File: src/rtl/ibr_pkg.sv
package ibr_pkg;

    parameter int CMD_W    = 64;
    parameter int DATA_W   = 32;
    parameter int REG_W    = 8;
    parameter int SUB_W    = 3;
    parameter int OP_W     = 4;
    localparam int NUM_SUB = 1 << SUB_W;

    // Field positions that the decoder relies on
    localparam int VLD_BIT = 63;
    localparam int DIR_BIT = 56;
    localparam int OP_LSB  = 57;
    localparam int SUB_LSB = 32;

    localparam logic [OP_W-1:0]  OP_REG    = 4'd6;
    localparam logic [REG_W-1:0] STAT_IDLE = 8'hF8;

    localparam int SUB_SADDR  = 0;
    localparam int SUB_DATA   = 1;
    localparam int SUB_CTL    = 2;
    localparam int SUB_CLK    = 3;
    localparam int SUB_XSADDR = 4;
    localparam int SUB_SRST   = 7;

    typedef enum logic [1:0] {
        PH_IDLE   = 2'd0,
        PH_DECODE = 2'd1,
        PH_ACCESS = 2'd2
    } phase_e;

    typedef struct packed {
        logic             is_reg;
        logic             rd;
        logic [SUB_W-1:0] sub;
        logic [REG_W-1:0] wbyte;
    } acc_t;

endpackage

File: src/rtl/ibr_cmd_decode.sv
module ibr_cmd_decode
    import ibr_pkg::*;
(
    input  logic             dir_bit,
    input  logic [OP_W-1:0]  op,
    input  logic [SUB_W-1:0] sub,
    input  logic [REG_W-1:0] wbyte,
    output acc_t             acc
);

    always_comb begin
        acc        = '0;
        acc.is_reg = (op == OP_REG);
        acc.rd     = dir_bit;
        acc.sub    = sub;
        acc.wbyte  = wbyte;
    end

endmodule

File: src/rtl/ibr_strobe_gen.sv
module ibr_strobe_gen
    import ibr_pkg::*;
(
    input  logic               access_en,
    input  acc_t               acc,
    output logic [NUM_SUB-1:0] wstb,
    output logic [NUM_SUB-1:0] rstb
);

    for (genvar i = 0; i < NUM_SUB; i++) begin : g_stb
        logic hit;
        assign hit     = access_en && acc.is_reg && (acc.sub == SUB_W'(i));
        assign wstb[i] = hit && !acc.rd;
        assign rstb[i] = hit &&  acc.rd;
    end

endmodule

File: src/rtl/ibr_regfile.sv
module ibr_regfile
    import ibr_pkg::*;
(
    input  logic               clk,
    input  logic               rst_n,
    input  logic [NUM_SUB-1:0] wstb,
    input  logic [REG_W-1:0]   wbyte,
    input  logic [SUB_W-1:0]   rd_sub,
    input  logic               stat_vld,
    input  logic [REG_W-1:0]   stat_in,
    output logic [REG_W-1:0]   rd_byte,
    output logic [REG_W-1:0]   saddr,
    output logic [REG_W-1:0]   xsaddr,
    output logic [REG_W-1:0]   data,
    output logic [REG_W-1:0]   ctl,
    output logic [REG_W-1:0]   clkdiv,
    output logic [REG_W-1:0]   status
);

    typedef struct packed {
        logic [REG_W-1:0] saddr;
        logic [REG_W-1:0] xsaddr;
        logic [REG_W-1:0] data;
        logic [REG_W-1:0] ctl;
        logic [REG_W-1:0] clkdiv;
        logic [REG_W-1:0] status;
    } rf_t;

    rf_t rf_d, rf_q;

    always_comb begin
        rf_d = rf_q;
        if (stat_vld)            rf_d.status = stat_in;
        if (wstb[SUB_SADDR])     rf_d.saddr  = wbyte;
        if (wstb[SUB_XSADDR])    rf_d.xsaddr = wbyte;
        if (wstb[SUB_DATA])      rf_d.data   = wbyte;
        if (wstb[SUB_CTL])       rf_d.ctl    = wbyte;
        if (wstb[SUB_CLK])       rf_d.clkdiv = wbyte;
        if (wstb[SUB_SRST]) begin
            rf_d.data   = '0;
            rf_d.ctl    = '0;
            rf_d.clkdiv = '0;
            rf_d.status = STAT_IDLE;
        end
    end

    always_ff @(posedge clk) begin
        if (!rst_n) begin
            rf_q        <= '0;
            rf_q.status <= STAT_IDLE;
        end else begin
            rf_q <= rf_d;
        end
    end

    // Read side: sub-address 3 shows status, not the clock divider
    always_comb begin
        case (rd_sub)
            SUB_W'(SUB_SADDR):  rd_byte = rf_q.saddr;
            SUB_W'(SUB_DATA):   rd_byte = rf_q.data;
            SUB_W'(SUB_CTL):    rd_byte = rf_q.ctl;
            SUB_W'(SUB_CLK):    rd_byte = rf_q.status;
            SUB_W'(SUB_XSADDR): rd_byte = rf_q.xsaddr;
            default:            rd_byte = '0;
        endcase
    end

    assign saddr  = rf_q.saddr;
    assign xsaddr = rf_q.xsaddr;
    assign data   = rf_q.data;
    assign ctl    = rf_q.ctl;
    assign clkdiv = rf_q.clkdiv;
    assign status = rf_q.status;

endmodule

File: src/rtl/ibr_cmd_ctrl.sv
module ibr_cmd_ctrl
    import ibr_pkg::*;
(
    input  logic             clk,
    input  logic             rst_n,
    input  logic             host_wr,
    input  logic [CMD_W-1:0] host_wdata,
    input  acc_t             acc_dec,
    input  logic [REG_W-1:0] rd_byte,
    output logic [CMD_W-1:0] cmd,
    output acc_t             acc,
    output logic             access_en
);

    typedef struct packed {
        logic [CMD_W-1:0] cmd;
        phase_e           phase;
        acc_t             acc;
    } ctrl_t;

    ctrl_t c_d, c_q;

    always_comb begin
        c_d = c_q;
        case (c_q.phase)
            PH_IDLE: begin
                if (host_wr) begin
                    c_d.cmd = host_wdata;
                    if (host_wdata[VLD_BIT]) c_d.phase = PH_DECODE;
                end
            end
            PH_DECODE: begin
                c_d.acc   = acc_dec;
                c_d.phase = PH_ACCESS;
            end
            PH_ACCESS: begin
                c_d.cmd[VLD_BIT] = 1'b0;
                if (c_q.acc.is_reg && c_q.acc.rd)
                    c_d.cmd[DATA_W-1:0] = {{(DATA_W-REG_W){1'b0}}, rd_byte};
                c_d.phase = PH_IDLE;
            end
            default: c_d.phase = PH_IDLE;
        endcase
    end

    always_ff @(posedge clk) begin
        if (!rst_n) c_q <= '0;
        else        c_q <= c_d;
    end

    assign cmd       = c_q.cmd;
    assign acc       = c_q.acc;
    assign access_en = (c_q.phase == PH_ACCESS);

endmodule

File: src/rtl/ibr_bridge.sv
module ibr_bridge
    import ibr_pkg::*;
(
    input  logic               clk,
    input  logic               rst_n,
    input  logic               host_wr,
    input  logic [CMD_W-1:0]   host_wdata,
    output logic [CMD_W-1:0]   host_rdata,
    input  logic               eng_stat_vld,
    input  logic [REG_W-1:0]   eng_stat,
    output logic [NUM_SUB-1:0] acc_wstb,
    output logic [NUM_SUB-1:0] acc_rstb,
    output logic [REG_W-1:0]   reg_saddr,
    output logic [REG_W-1:0]   reg_xsaddr,
    output logic [REG_W-1:0]   reg_data,
    output logic [REG_W-1:0]   reg_ctl,
    output logic [REG_W-1:0]   reg_clkdiv,
    output logic [REG_W-1:0]   reg_status
);

    logic [CMD_W-1:0] cmd;
    acc_t             acc_dec, acc_q;
    logic             access_en;
    logic [REG_W-1:0] rd_byte;

    ibr_cmd_decode u_dec (
        .dir_bit (cmd[DIR_BIT]),
        .op      (cmd[OP_LSB +: OP_W]),
        .sub     (cmd[SUB_LSB +: SUB_W]),
        .wbyte   (cmd[REG_W-1:0]),
        .acc     (acc_dec)
    );

    ibr_cmd_ctrl u_ctrl (
        .clk        (clk),
        .rst_n      (rst_n),
        .host_wr    (host_wr),
        .host_wdata (host_wdata),
        .acc_dec    (acc_dec),
        .rd_byte    (rd_byte),
        .cmd        (cmd),
        .acc        (acc_q),
        .access_en  (access_en)
    );

    ibr_strobe_gen u_stb (
        .access_en (access_en),
        .acc       (acc_q),
        .wstb      (acc_wstb),
        .rstb      (acc_rstb)
    );

    ibr_regfile u_rf (
        .clk      (clk),
        .rst_n    (rst_n),
        .wstb     (acc_wstb),
        .wbyte    (acc_q.wbyte),
        .rd_sub   (acc_q.sub),
        .stat_vld (eng_stat_vld),
        .stat_in  (eng_stat),
        .rd_byte  (rd_byte),
        .saddr    (reg_saddr),
        .xsaddr   (reg_xsaddr),
        .data     (reg_data),
        .ctl      (reg_ctl),
        .clkdiv   (reg_clkdiv),
        .status   (reg_status)
    );

    assign host_rdata = cmd;

endmodule

File: config.mk
export PLATFORM = sky130hd
export DESIGN_NAME = ibr_bridge
export DESIGN_NICKNAME = d
export VERILOG_FILES = /design/src/rtl/ibr_pkg.sv /design/src/rtl/ibr_cmd_decode.sv /design/src/rtl/ibr_strobe_gen.sv /design/src/rtl/ibr_regfile.sv /design/src/rtl/ibr_cmd_ctrl.sv /design/src/rtl/ibr_bridge.sv
export SDC_FILE = /design/constraint.sdc
export NUM_CORES = 1
export LEC_CHECK = 0
export BUFFER_PORTS_ARGS = -buffer_cell sky130_fd_sc_hd__buf_2
export CORE_ASPECT_RATIO = 1.4
export CORE_MARGIN = 2
export CORE_UTILIZATION = 45
export CTS_CLUSTER_SIZE = 20
export DETAILED_ROUTE_END_ITERATION = 8
export PLACE_DENSITY = 0.8
export SYNTH_ARGS = -nofsm -noshare
export SYNTH_HDL_FRONTEND = slang
export SYNTH_SLANG_ARGS = --single-unit
export TNS_END_PERCENT = 5
File: constraint.sdc
create_clock -name clk -period 1.55 [get_ports clk]
set_clock_uncertainty 0.2 [all_clocks]
set_input_delay 0.31 -clock clk [delete_from_list [all_inputs] [get_ports clk]]
set_output_delay 0.31 -clock clk [all_outputs]
set_load 0.01 [all_outputs]
# Word-level counts from Yosys, hierarchy flattened
# Index checks and enable logic that the tools add are counted.
[totals]
ff_bits = 127
inputBits = 76
out_inout_bits = 128
elab_cells = 70
[op_classes]
eq_ne = 13
n_mux = 7
bitwise = 1
n_reduce_logical = 35
[ops]
columns = ["op", "count"]
rows = [
  ["two-way mux 66 bit", 1],
  ["case mux 32 bit (2 select lines)", 1],
  ["case mux 8 bit (5 select lines)", 1],
  ["two-way mux 32 bit", 1],
  ["logical AND 1 bit", 26],
  ["equality test 3 bit (second input constant)", 4],
  ["equality test 3 x 2 -> 1 bit (second input constant)", 2],
  ["!= test 2 bit (second input constant)", 3],
  ["AND reduction 2 bit", 3],
  ["equality test 4 x 3 -> 1 bit (second input constant)", 1],
  ["case mux 2 bit (2 select lines)", 1],
  ["equality test 3 x 1 -> 1 bit (second input constant)", 1],
  ["logical NOT 3 bit", 1],
  ["AND reduction 3 bit", 1],
  ["equality test 2 x 1 -> 1 bit (second input constant)", 1],
  ["equality test 2 bit (second input constant)", 1],
  ["logical NOT 2 bit", 1],
  ["two-way mux 2 bit", 1],
  ["case mux 1 bit (2 select lines)", 1],
  ["nonzero test 2 bit", 1],
  ["OR reduction 2 bit", 1],
  ["logical NOT 1 bit", 1],
  ["inverter 1 bit", 1],
]

# Logic depth before layout (Yosys ltp)
[logic_depth]
word_depth = 5
depth_mapped = 7
mapped_depth_nobuf = 4

# Cells and area by module
# A second synthesis with hierarchy kept.
[hier_totals]
cells_unflattened = 664
hier_area_um2 = 5855.6
[by_module_without_submodules]
columns = ["module", "n_inst", "cells_per_inst", "area_each_um2", "seq_area_each_um2"]
rows = [
  ["ibr_cmd_ctrl", 1, 429, 3587.2, 1581.5],
  ["ibr_regfile", 1, 199, 2049.5, 960.9],
  ["ibr_strobe_gen", 1, 23, 116.4, 0.0],
  ["ibr_cmd_decode", 1, 13, 102.6, 0.0],
]

# Least setup slack after synthesis
# Ideal clock, no wire load.
[synth_timing]
kind = "register -> output"
startpoint = "reg u_ctrl.c_q, in the netlist u_ctrl.acc[9]"
endpoint = "out acc_wstb[2]"
arrival_ps = 1265
required_ps = 1040
path_slack_ps = -225
path_stages_with_launch = 6
n_path_buf = 2
path_cell_list = "dfxtp_1 -> buf_4 -> inv_2 -> or4_4 -> buf_6 -> inv_1"
[synth_between]
elab_chain_len = 3
[synth_rtl]
columns = ["item", "line", "source"]
rows = [
  ["start, declared", "ibr_cmd_ctrl.sv:21", "ctrl_t c_d, c_q;"],
  ["start signal, assigned", "ibr_cmd_ctrl.sv:47", "if (!rst_n) c_q <= '0;"],
  ["start signal, assigned", "ibr_cmd_ctrl.sv:48", "else c_q <= c_d;"],
  ["equality test 3 x 2 -> 1 bit", "ibr_strobe_gen.sv:12", "assign hit = access_en && acc.is_reg && (acc.sub == SUB_W'(i));"],
  ["logical AND 1 bit", "ibr_strobe_gen.sv:12", ""],
  ["logical AND 1 bit", "ibr_strobe_gen.sv:13", "assign wstb[i] = hit && !acc.rd;"],
  ["end, declared", "ibr_bridge.sv:11", "output logic [NUM_SUB-1:0] acc_wstb,"],
]
# Every way passes these cells.

# Worst setup path after layout
[layout_timing]
startpoint = "reg u_ctrl.c_q[13] (netlist bit)"
endpoint = "out acc_rstb[0]"
[layout_between]
elab_chain_len = 4
[layout_rtl]
columns = ["item", "line", "source"]
rows = [
  ["equality test 2 bit", "ibr_cmd_ctrl.sv:53", "assign access_en = (c_q.phase == PH_ACCESS);"],
  ["logical AND 1 bit (2 in a row)", "ibr_strobe_gen.sv:12", ""],
  ["logical AND 1 bit", "ibr_strobe_gen.sv:14", "assign rstb[i] = hit && acc.rd;"],
  ["end, declared", "ibr_bridge.sv:12", "output logic [NUM_SUB-1:0] acc_rstb,"],
]
# Every way passes these cells.

==> run metrics <==
status=finished, violations left; failing checks=negative setup slack; H-tree depth=4; Avg Cell Area, Syn=9.01 um^2; Final Util=0.671; GRT Overall Usage=0.255; Slew @ Worst Pin=0.558 ns; Critical R2R Capture=u_rf.saddr[2]; Hold Vio Cnt, Final=0; CTS max path bufs=2; Starting Density=0.458; first-pass GRT wire length=around 28 mm; Clock transition at path regs=0.06 ns; Worst R2R Path Depth=6; ratio of cells with drive above 1 in the final layout=0.408; NetSw=just over 2000 uW; cell taking the most area after synthesis=dfxtp_1; setup violators final=129; CTS tree=done; Area growth, synth to finish=46.5%; DR WL/cell=17.3 um; CP endpoint=acc_rstb[0]; I/O Pins=approximately 200; Root Driver=clkbuf_16; Synth top area share=0.433; Max Fclk=453 MHz; diode count=0; synth unique cells=42; Pins Over Slew Limit=0; Die Span X=roughly 100 um; DRC=0; Lkg Pwr=roughly 0.004 uW; Die Span Y=about 140 um; total core area=~0.013 mm^2; Synth async-reset ratio=0; Max-Slew Margin vs Limit=0.627; CP arrival=1.70 ns; Worst-Skew Late Latency=about 0.42 ns; Synth Flop Type=dfxtp_1; worst r2r src=u_ctrl.c_q[13]; Flop pwr share=0.383; Routed WL=18.2 mm; RD Place Congestion=0.867; Port Buf Inserts=203; syn nets=727; number of global-route vias before repair=between 5000 and 6000; WS Path Type=reg2out; die area=between 0.01 and 0.015 mm^2; top post-synthesis cells by area=dfxtp_1 43%, buf_4 9.3%, a21boi_0 8.3%; dpl hpwl=11.3 mm; Power Density=1050 mW/mm^2; Final WS setup=-0.656 ns; worst-path maximum fanout=3; reg2reg setup slack=-0.40 ns; top-count cell post-synth=dfxtp_1; worst min path class=in2reg; Setup crit end kind=output port; CP required=1.04 ns; flops & latches, synth=127; sequential share of the synthesized area=0.433; Power, Total=9030 uW; switch share=0.226; Tcrit/Tclk final=1.42; DRT iter0 DRCs=about 210; first drt pass iteration count=4; Row Count=49; Commonest cells post-synth=127 x dfxtp_1, 116 x nand2_1, 73 x buf_4; clock net sink count=between 100 and 150; Crit. Startpoint=u_ctrl.c_q[13]; drt via density=5.18; Synth Warn #=0; crit path launch type=flip-flop; Post-synth EDFFs=0; initial antenna violation count=0; Min Clock Period, post-route=2.21 ns; combinational fraction of design power=0.097; nets@finish=between 900 and 1000; Layout fillers=950; Overflow after GRT=0; Clk pwr share=0.520; CTS Buf Count=17; cell area after synthesis=0.00587 mm^2; largest net degree at the start of global routing=90; post-synthesis cell count=651; maximum vdd drop=about 0.71 mV; RSZ-0062 raised after global routing=yes; vias=5467; internal power=6980 uW; max_cap viols=0; Post-DRT Antenna Nets=0
layout by cell type (no fill, tap or decap), types with 4 or more instances in the layout:
cell type      instances
buf_2                196
dfxtp_1              120
nand2_1              111
dlygate4sd3_1         64
a21boi_1              48
buf_4                 44
mux2i_1               43
nor2_1                28
nand4_1               25
buf_6                 22
nor2b_1               21
clkbuf_16             17
a21boi_0              15
o21ai_0                9
mux2_2                 9
a22oi_1                7
a32oi_1                7
o21a_1                 7
a21oi_1                7
buf_12                 7
a21boi_2               6
bufinv_16              6
mux2_4                 5
a211o_1                5
nand2b_1               4
nand2_2                4
dfxtp_4                4
power groups by stage:
stage / combinational, uW / sequential (uW) / clock [uW]
global placement: 675 / 3520 / 0
finish: 874 / 3460 / 4700
floorplan: 493 / 3510 / 0
global route: 940 / 3470 / 4880
CTS: 844 / 3450 / 4710
detailed placement: 684 / 3530 / 0
flip-flops by register name, summed over array words and instances, names as in the netlist:
name and cells:
u_ctrl.cmd 64, u_rf.data 8, u_ctrl.acc 13, u_rf.status 8
u_ctrl.c_q 2, u_rf.clkdiv 8, u_rf.saddr 8, u_rf.ctl 8
u_rf.xsaddr 8
stage by stage:
stage,setup TNS [ns],std cells,instance area [um^2],hold slack (ns),setup WS (ns)
floorplan,-3.98,651,5930,0.228,-0.162
global placement,-26.69,948,6870,0.240,-0.364
detailed placement,-29.30,948,6870,0.247,-0.437
CTS,-22.32,1050,8410,0.0708,-0.629
global route,-39.08,1055,8590,0.0966,-0.693
finish,-31.27,1055,8590,0.0667,-0.656
metal layers:
metal / up-vias / track usage / wire length (um)
met5: - / 0 / 0
met4: 0 / 0.120 / 677
met3: 44 / 0.0771 / 1330
met2: 234 / 0.438 / 9350
met1: 2552 / 0.283 / 6880
li1: 2637 / - / -
critical path, cell delays in order, from the launching register on:
cell and delay, ns:
dfxtp_4 0.35, buf_6 0.13, nand4b_1 0.23, nor4_1 0.31, buf_4 0.17, buf_6 0.09
worst min path at each step:
stage | start | to | slack (ns) | cells past startpoint
5_1_grt | host_wdata[7] | u_ctrl.cmd[7] | 0.1 | 3
3_5_place_dp | u_ctrl.cmd[55] | u_ctrl.cmd[55] | 0.25 | 2
6_report | host_wdata[7] | u_ctrl.cmd[7] | 0.07 | 3
4_1_cts | host_wdata[7] | u_ctrl.cmd[7] | 0.07 | 3
2_1_floorplan | eng_stat[7] | u_rf.status[7] | 0.23 | 1
3_3_place_gp | u_ctrl.cmd[55] | u_ctrl.cmd[55] | 0.24 | 2
repair_timing:
| action | CTS | global route |
|---|---|---|
| resized for setup | 80 | 47 |
| pin swaps | 16 | 16 |
| endpoints found under the setup margin | 129 | 129 |
| hold endpoints to repair | 65 | 0 |
| hold buffers | 64 | 0 |
| setup buffers | 6 | 5 |
cell families after synthesis:
kind of cell,Yosys count,synth area share
AO/OA/AOI/OAI,115,0.143
AND/OR/NAND/NOR,228,0.190
multiplexers,59,0.104
flip-flops,127,0.433
buffers and inverters,122,0.130
layout make-up:
class	instances	area (um^2)	area share
well taps	153	191	0.0223
flip-flops and latches	127	2560	0.298
multi-input cells	402	2760	0.321
clock inverters	12	230	0.0268
clock buffers	20	467	0.0543
repair buffers	334	2350	0.274
inverters	7	33.8	0.00393
Power figures use the tool's default switching activity.
